**config.mk**
```make
export PLATFORM = sky130hd
export DESIGN_NAME = exc_ctrl_unit
export DESIGN_NICKNAME = d
export VERILOG_FILES = /design/src/rtl/exc_pkg.sv /design/src/rtl/exc_status_reg.sv /design/src/rtl/exc_cause_reg.sv /design/src/rtl/exc_vector_table.sv /design/src/rtl/exc_ctrl_unit.sv
export SDC_FILE = /design/constraint.sdc
export NUM_CORES = 1
export LEC_CHECK = 0
export ABC_AREA = 1
export BUFFER_PORTS_ARGS = -buffer_cell sky130_fd_sc_hd__buf_2
export CAP_MARGIN = 20
export CORE_UTILIZATION = 49
export DETAILED_ROUTE_END_ITERATION = 12
export GPL_TIMING_DRIVEN = 0
export PLACE_DENSITY = 0.89
export SETUP_SLACK_MARGIN = 0.3
export SYNTH_ARGS = -nofsm -noshare
export SYNTH_HDL_FRONTEND = slang
export SYNTH_SLANG_ARGS = --single-unit
```
**constraint.sdc**
```tcl
create_clock -name clk -period 3.7 [get_ports clk]
set_clock_uncertainty 0.05 [all_clocks]
set_input_delay 0.74 -clock clk [delete_from_list [all_inputs] [get_ports clk]]
set_output_delay 0.74 -clock clk [all_outputs]
set_load 0.01 [all_outputs]
```
**src/rtl/exc_pkg.sv**
```systemverilog
// Package: shared constants for the exception control unit.
// Assumes a 32-bit datapath and 5-bit control-register indices.
package exc_pkg;
    localparam int XLEN = 32;
    typedef logic [XLEN-1:0] word_t;

    localparam logic [4:0] IDX_STATUS = 5'd12;
    localparam logic [4:0] IDX_CAUSE  = 5'd13;
    localparam logic [4:0] IDX_EPC    = 5'd14;

    localparam int CODE_LSB = 2;   // type code field position in cause
    localparam int PEND_LSB = 10;  // pending lines position in cause
    localparam int MASK_LSB = 10;  // mask bits position in status
    localparam int STK_W    = 4;   // two levels of {mode, enable}

    localparam logic [3:0] CODE_IRQ   = 4'd0;
    localparam logic [3:0] CODE_UNDEF = 4'd10;
    localparam logic [3:0] CODE_OVF   = 4'd12;
endpackage

```
**src/rtl/exc_status_reg.sv**
```systemverilog
// Status register: interrupt masks and a two-level {mode, enable} stack.
// Assumes take_i, eret_i and wr_i may coincide; take beats eret beats write.
module exc_status_reg
    import exc_pkg::*;
#(
    parameter int N_IRQ = 6
) (
    input  logic             clk,
    input  logic             rst_n,
    input  logic             take_i,
    input  logic             eret_i,
    input  logic             wr_i,
    input  logic [STK_W-1:0] wr_stk_i,
    input  logic [N_IRQ-1:0] wr_mask_i,
    output word_t            status_o,
    output logic             ie_o,
    output logic [N_IRQ-1:0] mask_o
);
    logic [STK_W-1:0] stk_q;
    logic [N_IRQ-1:0] mask_q;

    // Stack push on an event, pop on return, otherwise software write.
    always_ff @(posedge clk) begin
        if (!rst_n) begin
            stk_q  <= '0;
            mask_q <= '0;
        end else if (take_i) begin
            stk_q <= {stk_q[1:0], 2'b00};
        end else if (eret_i) begin
            stk_q <= {2'b00, stk_q[3:2]};
        end else if (wr_i) begin
            stk_q  <= wr_stk_i;
            mask_q <= wr_mask_i;
        end
    end

    // Assemble the architectural status word; unused bits read 0.
    always_comb begin
        status_o                     = '0;
        status_o[STK_W-1:0]          = stk_q;
        status_o[MASK_LSB +: N_IRQ]  = mask_q;
    end

    assign ie_o   = stk_q[0];
    assign mask_o = mask_q;
endmodule

```
**src/rtl/exc_cause_reg.sv**
```systemverilog
// Cause register: last event type code and sampled interrupt lines.
// Assumes software never writes it; pending lines are resampled each cycle.
module exc_cause_reg
    import exc_pkg::*;
#(
    parameter int N_IRQ  = 6,
    parameter int CODE_W = 4
) (
    input  logic              clk,
    input  logic              rst_n,
    input  logic [N_IRQ-1:0]  irq_i,
    input  logic              take_i,
    input  logic [CODE_W-1:0] code_i,
    output word_t             cause_o,
    output logic [N_IRQ-1:0]  pend_o
);
    logic [N_IRQ-1:0]  pend_q;
    logic [CODE_W-1:0] code_q;

    // Sample the interrupt lines every cycle.
    always_ff @(posedge clk) begin
        if (!rst_n) pend_q <= '0;
        else        pend_q <= irq_i;
    end

    // Record the type code of a taken event.
    always_ff @(posedge clk) begin
        if (!rst_n)      code_q <= '0;
        else if (take_i) code_q <= code_i;
    end

    // Assemble the architectural cause word.
    always_comb begin
        cause_o                       = '0;
        cause_o[CODE_LSB +: CODE_W]   = code_q;
        cause_o[PEND_LSB +: N_IRQ]    = pend_q;
    end

    assign pend_o = pend_q;
endmodule

```
**src/rtl/exc_vector_table.sv**
```systemverilog
// Handler vector table: one entry per type code, evenly spaced from a base.
// Assumes base and stride fit the 32-bit address space for every code.
module exc_vector_table
    import exc_pkg::*;
#(
    parameter int    CODE_W     = 4,
    parameter word_t VEC_BASE   = 32'h8000_0000,
    parameter word_t VEC_STRIDE = 32'h0000_0080
) (
    input  logic [CODE_W-1:0] code_i,
    output word_t             addr_o
);
    localparam int N_VEC = 1 << CODE_W;

    word_t tbl [N_VEC];

    for (genvar g = 0; g < N_VEC; g++) begin : g_entry
        assign tbl[g] = VEC_BASE + word_t'(g) * VEC_STRIDE;
    end

    assign addr_o = tbl[code_i];
endmodule

```
**src/rtl/exc_ctrl_unit.sv**
```systemverilog
// Exception control unit top: arbitrates internal exceptions against
// enabled interrupts, saves the faulting address, and issues a registered
// one-cycle redirect to the vectored handler. Assumes the pipeline holds
// exc_pc_i at the current instruction address every cycle.
module exc_ctrl_unit
    import exc_pkg::*;
#(
    parameter int    N_IRQ      = 6,
    parameter int    CODE_W     = 4,
    parameter word_t VEC_BASE   = 32'h8000_0000,
    parameter word_t VEC_STRIDE = 32'h0000_0080
) (
    input  logic              clk,
    input  logic              rst_n,
    input  logic              exc_req_i,
    input  logic [CODE_W-1:0] exc_code_i,
    input  logic [31:0]       exc_pc_i,
    input  logic [N_IRQ-1:0]  irq_i,
    input  logic              eret_i,
    input  logic              csr_we_i,
    input  logic [4:0]        csr_idx_i,
    input  logic [31:0]       csr_wdata_i,
    output logic [31:0]       csr_rdata_o,
    output logic              redirect_o,
    output logic [31:0]       target_o
);
    word_t             status_w, cause_w, vec_addr;
    logic              ie;
    logic [N_IRQ-1:0]  mask, pend;
    logic              irq_hit, take;
    logic [CODE_W-1:0] sel_code;
    word_t             epc_q, target_q;
    logic              redirect_q;

    // Event arbitration: internal exceptions win over interrupts.
    always_comb begin
        irq_hit  = (|(pend & mask)) && ie;
        take     = exc_req_i || irq_hit;
        sel_code = exc_req_i ? exc_code_i : CODE_W'(CODE_IRQ);
    end

    exc_status_reg #(.N_IRQ(N_IRQ)) u_status (
        .clk       (clk),
        .rst_n     (rst_n),
        .take_i    (take),
        .eret_i    (eret_i),
        .wr_i      (csr_we_i && csr_idx_i == IDX_STATUS),
        .wr_stk_i  (csr_wdata_i[STK_W-1:0]),
        .wr_mask_i (csr_wdata_i[MASK_LSB +: N_IRQ]),
        .status_o  (status_w),
        .ie_o      (ie),
        .mask_o    (mask)
    );

    exc_cause_reg #(.N_IRQ(N_IRQ), .CODE_W(CODE_W)) u_cause (
        .clk     (clk),
        .rst_n   (rst_n),
        .irq_i   (irq_i),
        .take_i  (take),
        .code_i  (sel_code),
        .cause_o (cause_w),
        .pend_o  (pend)
    );

    exc_vector_table #(
        .CODE_W(CODE_W), .VEC_BASE(VEC_BASE), .VEC_STRIDE(VEC_STRIDE)
    ) u_vec (
        .code_i (sel_code),
        .addr_o (vec_addr)
    );

    // Exception address: captured on an event, else software write.
    always_ff @(posedge clk) begin
        if (!rst_n)                                epc_q <= '0;
        else if (take)                             epc_q <= exc_pc_i;
        else if (csr_we_i && csr_idx_i == IDX_EPC) epc_q <= csr_wdata_i;
    end

    // Registered redirect pulse and handler address.
    always_ff @(posedge clk) begin
        if (!rst_n) begin
            redirect_q <= 1'b0;
            target_q   <= '0;
        end else begin
            redirect_q <= take;
            if (take) target_q <= vec_addr;
        end
    end

    // Move-from read port.
    always_comb begin
        unique case (csr_idx_i)
            IDX_STATUS: csr_rdata_o = status_w;
            IDX_CAUSE:  csr_rdata_o = cause_w;
            IDX_EPC:    csr_rdata_o = epc_q;
            default:    csr_rdata_o = '0;
        endcase
    end

    assign redirect_o = redirect_q;
    assign target_o   = target_q;
endmodule

```
# Yosys cells after proc, flatten, opt, wreduce, memory -nomap -nowiden
# Memory sizes are Yosys's and may differ from the RTL's. A register that Yosys moved wholly into a read port is not among the register bits.
# Cells that the tools add are included.
# W data, S select, Z words.
# totals
out_inout_bits	65
regBits	53
in_bits	84
wordCells	34
rom_bits	512
memories	1
# mem_list
name	depth	width	rd	rd_clocked_by_memory_dff	wr	line_no	source
(no name shown)	16	32	1	1	0	exc_vector_table.sv:21	assign addr_o = tbl[code_i];
# classes
n_mux	7
n_bitwise	5
n_eq_ne	3
reduce_logical	11
# ops
op	count
$pmux W32 S3	1
$mux W32	2
$mux W4	4
$eq A5 B4 Y1 const B	3
$and A6 B6 Y6	1
$reduce_or A6 Y1	1
$not A4 Y5	1
$reduce_bool A2 Y1	2
$logic_and A1 B1 Y1	3
$not A1 Y1	3
$reduce_and A3 Y1	1
$reduce_bool A3 Y1	1
$reduce_or A2 Y1	1
$logic_not A1 Y1	1
$logic_or A1 B1 Y1	1

# Logic depth before layout (Yosys ltp)
# depth
ltp_word	6
depth_mapped	11
ltp_nobuf	10

# Hierarchy
# From an unflattened synthesis, not the netlist that was laid out.
# hier_totals
hier_cells	801
hier_area_um2	5226.3
# modules_own_cells
mod	area_each_um2	cells_per_inst	instances	seq_area_each_um2
exc_ctrl_unit	3764.9	605	1	1301.2
exc_status_reg	650.6	89	1	200.2
exc_cause_reg	563.0	73	1	200.2
exc_vector_table	247.7	34	1	0.0

# Worst setup path before layout
# No wires, ideal clock.
# synth_timing
kind	in2out
from	in csr_idx_i[3]
to	out csr_rdata_o[0]
required_time_ns	2.910
path_buffers	1
arrival_time_ns	1.554
cell_stages	5
path_slack_ns	1.356
path_cell_list	nand2_1 nor2_4 nand3_4 buf_1 o21ai_0
# synth_via
elab_chain_cells	2
elab_cells_between_ends	4
cone_classes	eq/ne: 3; mux: 1
# synth_lines
element	line_no	source
start, declared	exc_ctrl_unit.sv:21	input logic [4:0] csr_idx_i,
$eq A5 B4 Y1	exc_ctrl_unit.sv:92	unique case (csr_idx_i)
$pmux W32 S3 (*)	exc_ctrl_unit.sv:92	
end, declared	exc_ctrl_unit.sv:23	output logic [31:0] csr_rdata_o,
# Mark *: on every way between the ends. The rest lies on a longest branch, timed or not.

# Worst setup path in the final report
# layout_timing
from	in csr_idx_i[2]
to	out csr_rdata_o[15]
# The elaborated chain is that of the path after synthesis.

==> flow_summary.yaml <==
power_and_ir_drop:
  p_sw_w: 0.0003101
  p_int_w: 0.0008486
  total_power_w: 0.001159
  power_leakage_nw: 2.096
  vdd_drop_max_v: 0.0002127
  power_density_nw_per_um2: 302.6
  p_clk_frac: 0.298
  swShare: 0.2676
  power_frac_seq: 0.535
  comb_power_share: 0.168
drt:
  first_pass_iters: 5
  totalWireLength_mm: 8.014
  dr_total_vias: 3276
  wl_per_cell_microns: 11.77
  initialDrtViolationCount: 181
  drc_errors: 0
  via_per_inst: 4.811
  ant_nets: 0
run:
  max_cap_violations: 0
logic_synthesis:
  ys.flop_type: "dfxtp_1"
  avgSynthCellArea_sq_um: 6.478
  synth-simple-area-share: 0.3316
  async_flop_share: 0
  yosysTopAreaCell: "dfxtp_1"
  ys_warn_count: 0
  synth.most_common_cell: "nand2_1"
  ys_seq_elements: 54
  yosys.area_share.adder: 0
  synth.area.mux_share: 0
  ys_types: 26
  ys_top_cells_by_count: "nand2_1, dfxtp_1, inv_1"
  synth.cell_area_sq_um: 2954
  synth-xor-area-share: 0
  yosys-top-cells-area: "dfxtp_1, nand2_1, buf_4, inv_1, nand3_1"
  synth-compound-area-share: 0.1152
  synth_edf_count: 0
  synth_top_family_by_area: "simple AND/OR/NAND/NOR gates"
  synth_top_area_frac: 0.3659
  seq_area_frac_synth: 0.3659
  synth_cells: 456
worst_setup_path:
  path_cells: "buf_2, nand2_1, nor2_4, nand3_4, buf_1, o211ai_1, buf_2"
  crit_path_max_incr_delay_ps: 280
  r2r_slack_ps: 2120
  startpoint_type: "primary input"
  crit_family: "buffers and inverters"
  cp_num_buf_inv: 3
  crit_fanout: 10
  rr_worst_depth: 8
  worstSetupPathType: "primary input to primary output"
  crit_top_cell: "buf_2"
  end_kind: "primary output"
  path_depth: 7
  cp.required_ps: 2910
  worstPathArrival_ps: 1910
  crit_path_top_delay_cell: "buf_1"
clocking:
  cts_tree: "done"
  root_buffer: "clkbuf_8"
  cts_buffer_depth: 2
  path_clk_slew_ps: 90
  hold_buffers: 0
  cts_resized: 0
  cts_buffers: 5
  htree_levels: 2
  clkLatencyLatePin_ps: 310
  cts_sinks: 54
  cts_setup_buffers: 0
place:
  io_buffers: 119
  place.gp.congestion: 0.8748
  place_inst: 673
  hpwl_mm: 6.124
  place_ws_ps: 987.8
sta:
  setup_ws_ps: 995.0
  worst_slew_pin_slew_ps: 531.7
  max_freq_ghz: 0.3697
  rsz0062_at_grt: "false"
  maxSlewViolCount: 0
  finalSetupViolCount: 0
  relSlewSlack: 0.6455
  fin_crit_sh: 0.7311
  hold_violations: 0
  period_minus_slack_ps: 2705
  fin_tns_setup_ps: 0
cells_and_area:
  antenna_cells: 0
  area_delta_synth_final_pct: 29.61
  nNetsFinal: 692
  stdcell_count: 681
  final_layout_size_suffix_gt1_frac: 0.2939
min_path:
  hold_class: "flip-flop to flip-flop"
  min_path_cells: 2
outcome:
  outcome: "complete, no violations"
grt:
  grt_max_degree: 16
  grt_pass1_wl_mm: 12.77
  use_met2: 0.4658
  use_met3: 0.06171
  grt_overflow: 0
  grt_pass1_vias: 2810
  antenna_found_initial: 0
  track_usage: 0.2614
  top_usage_layer: "met2"
  met1_usage: 0.3117
floorplanning:
  core-area_sq_um: 5642
  die_y_microns: 79.65
  ios: 149
  initial_utilization: 0.5236
  die-area_sq_um: 6343
  rows: 27
  die_x_microns: 79.65
==> power by group through the flow <==
| stage | clock (W) | combinational, W | sequential, W |
|---|---|---|---|
| floorplan | 0 | 0.000117 | 0.000632 |
| global placement | 0 | 0.000188 | 0.000632 |
| detailed placement | 0 | 0.000191 | 0.000633 |
| CTS | 0.000348 | 0.000192 | 0.000619 |
| global route | 0.000370 | 0.000217 | 0.000623 |
| finish | 0.000345 | 0.000194 | 0.000620 |
==> registers in the layout, summed over array words and instances (netlist names) <==
name and cells:
u_status.stk_q 4, redirect_o 1, epc_q 32, target_o 2, u_cause.code_q 3, u_status.mask_o 6
u_cause.pend_o 6
==> path summary, 6_finish.rpt <==
path / start / endpoint
setup / recovery: csr_idx_i[2] / csr_rdata_o[15]
hold reg to reg: target_o[31] / target_o[31]
hold / removal: target_o[31] / target_o[31]
setup reg to reg: u_status.mask_o[4] / u_status.mask_o[1]
==> worst reg2reg max path: stages (launching register included) <==
cell,delay [ps]
dfxtp_1,330
nand2_1,80
nand2_1,50
nor2_1,130
nand2_2,100
a21oi_4,300
nand2_1,250
nor2_1,140
nor2_1,60
==> logic make-up after synthesis <==
| group | after synthesis |
|---|---|
| AOI/OAI and AO/OA | 60 |
| buffers and inverters | 107 |
| other | 1 |
| and+or+nand+nor | 234 |
| DFF | 54 |
==> per-layer routing <==
layer  vias to the layer above  wire length [microns]
li1                       1658                      -
met1                      1428                   3240
met2                       180                   3866
met3                        10                    813
met4                         0                     93
met5                         -                      0
==> area by class of cell <==
type                    instances  area, sq um
inverters                      54        202.7
fillers                       519         1813
clock buffers                   7        86.33
repair buffers                119        595.6
well taps                      72        90.09
plain buffers                  53        346.6
multi-input cells             321         1421
flip-flops and latches         54         1081
clock inverters                 1        5.005
==> metrics by stage <==
stage / hold WS, ps / area [sq um] / util
global route: 447.8 / 3829 / 0.6786
finish: 412.6 / 3829 / 0.6786
detailed placement: 397.9 / 3737 / 0.6625
CTS: 411.3 / 3829 / 0.6786
global placement: 381.4 / 3737 / 0.6625
floorplan: 403.3 / 3052 / -
==> placed cells by master, fill, tap and decap left out <==
master / instances
clkbuf_1: 7
a31oi_1: 1
o211ai_1: 6
buf_4: 37
buf_2: 126
a22oi_1: 1
nand2_2: 2
conb_1: 27
clkinv_2: 1
buf_1: 3
a21oi_4: 1
nand3_1: 37
o21ai_1: 13
nand3_4: 1
inv_1: 53
a21oi_1: 3
nand2_1: 148
clkbuf_8: 6
nor2_4: 2
o22ai_1: 2
nor2_8: 1
o21ai_0: 31
nor2_1: 41
inv_2: 1
o221ai_1: 2
nor2_2: 1
nand4_1: 1
dfxtp_1: 54
No activity file was read; power rests on OpenSTA's default activity.
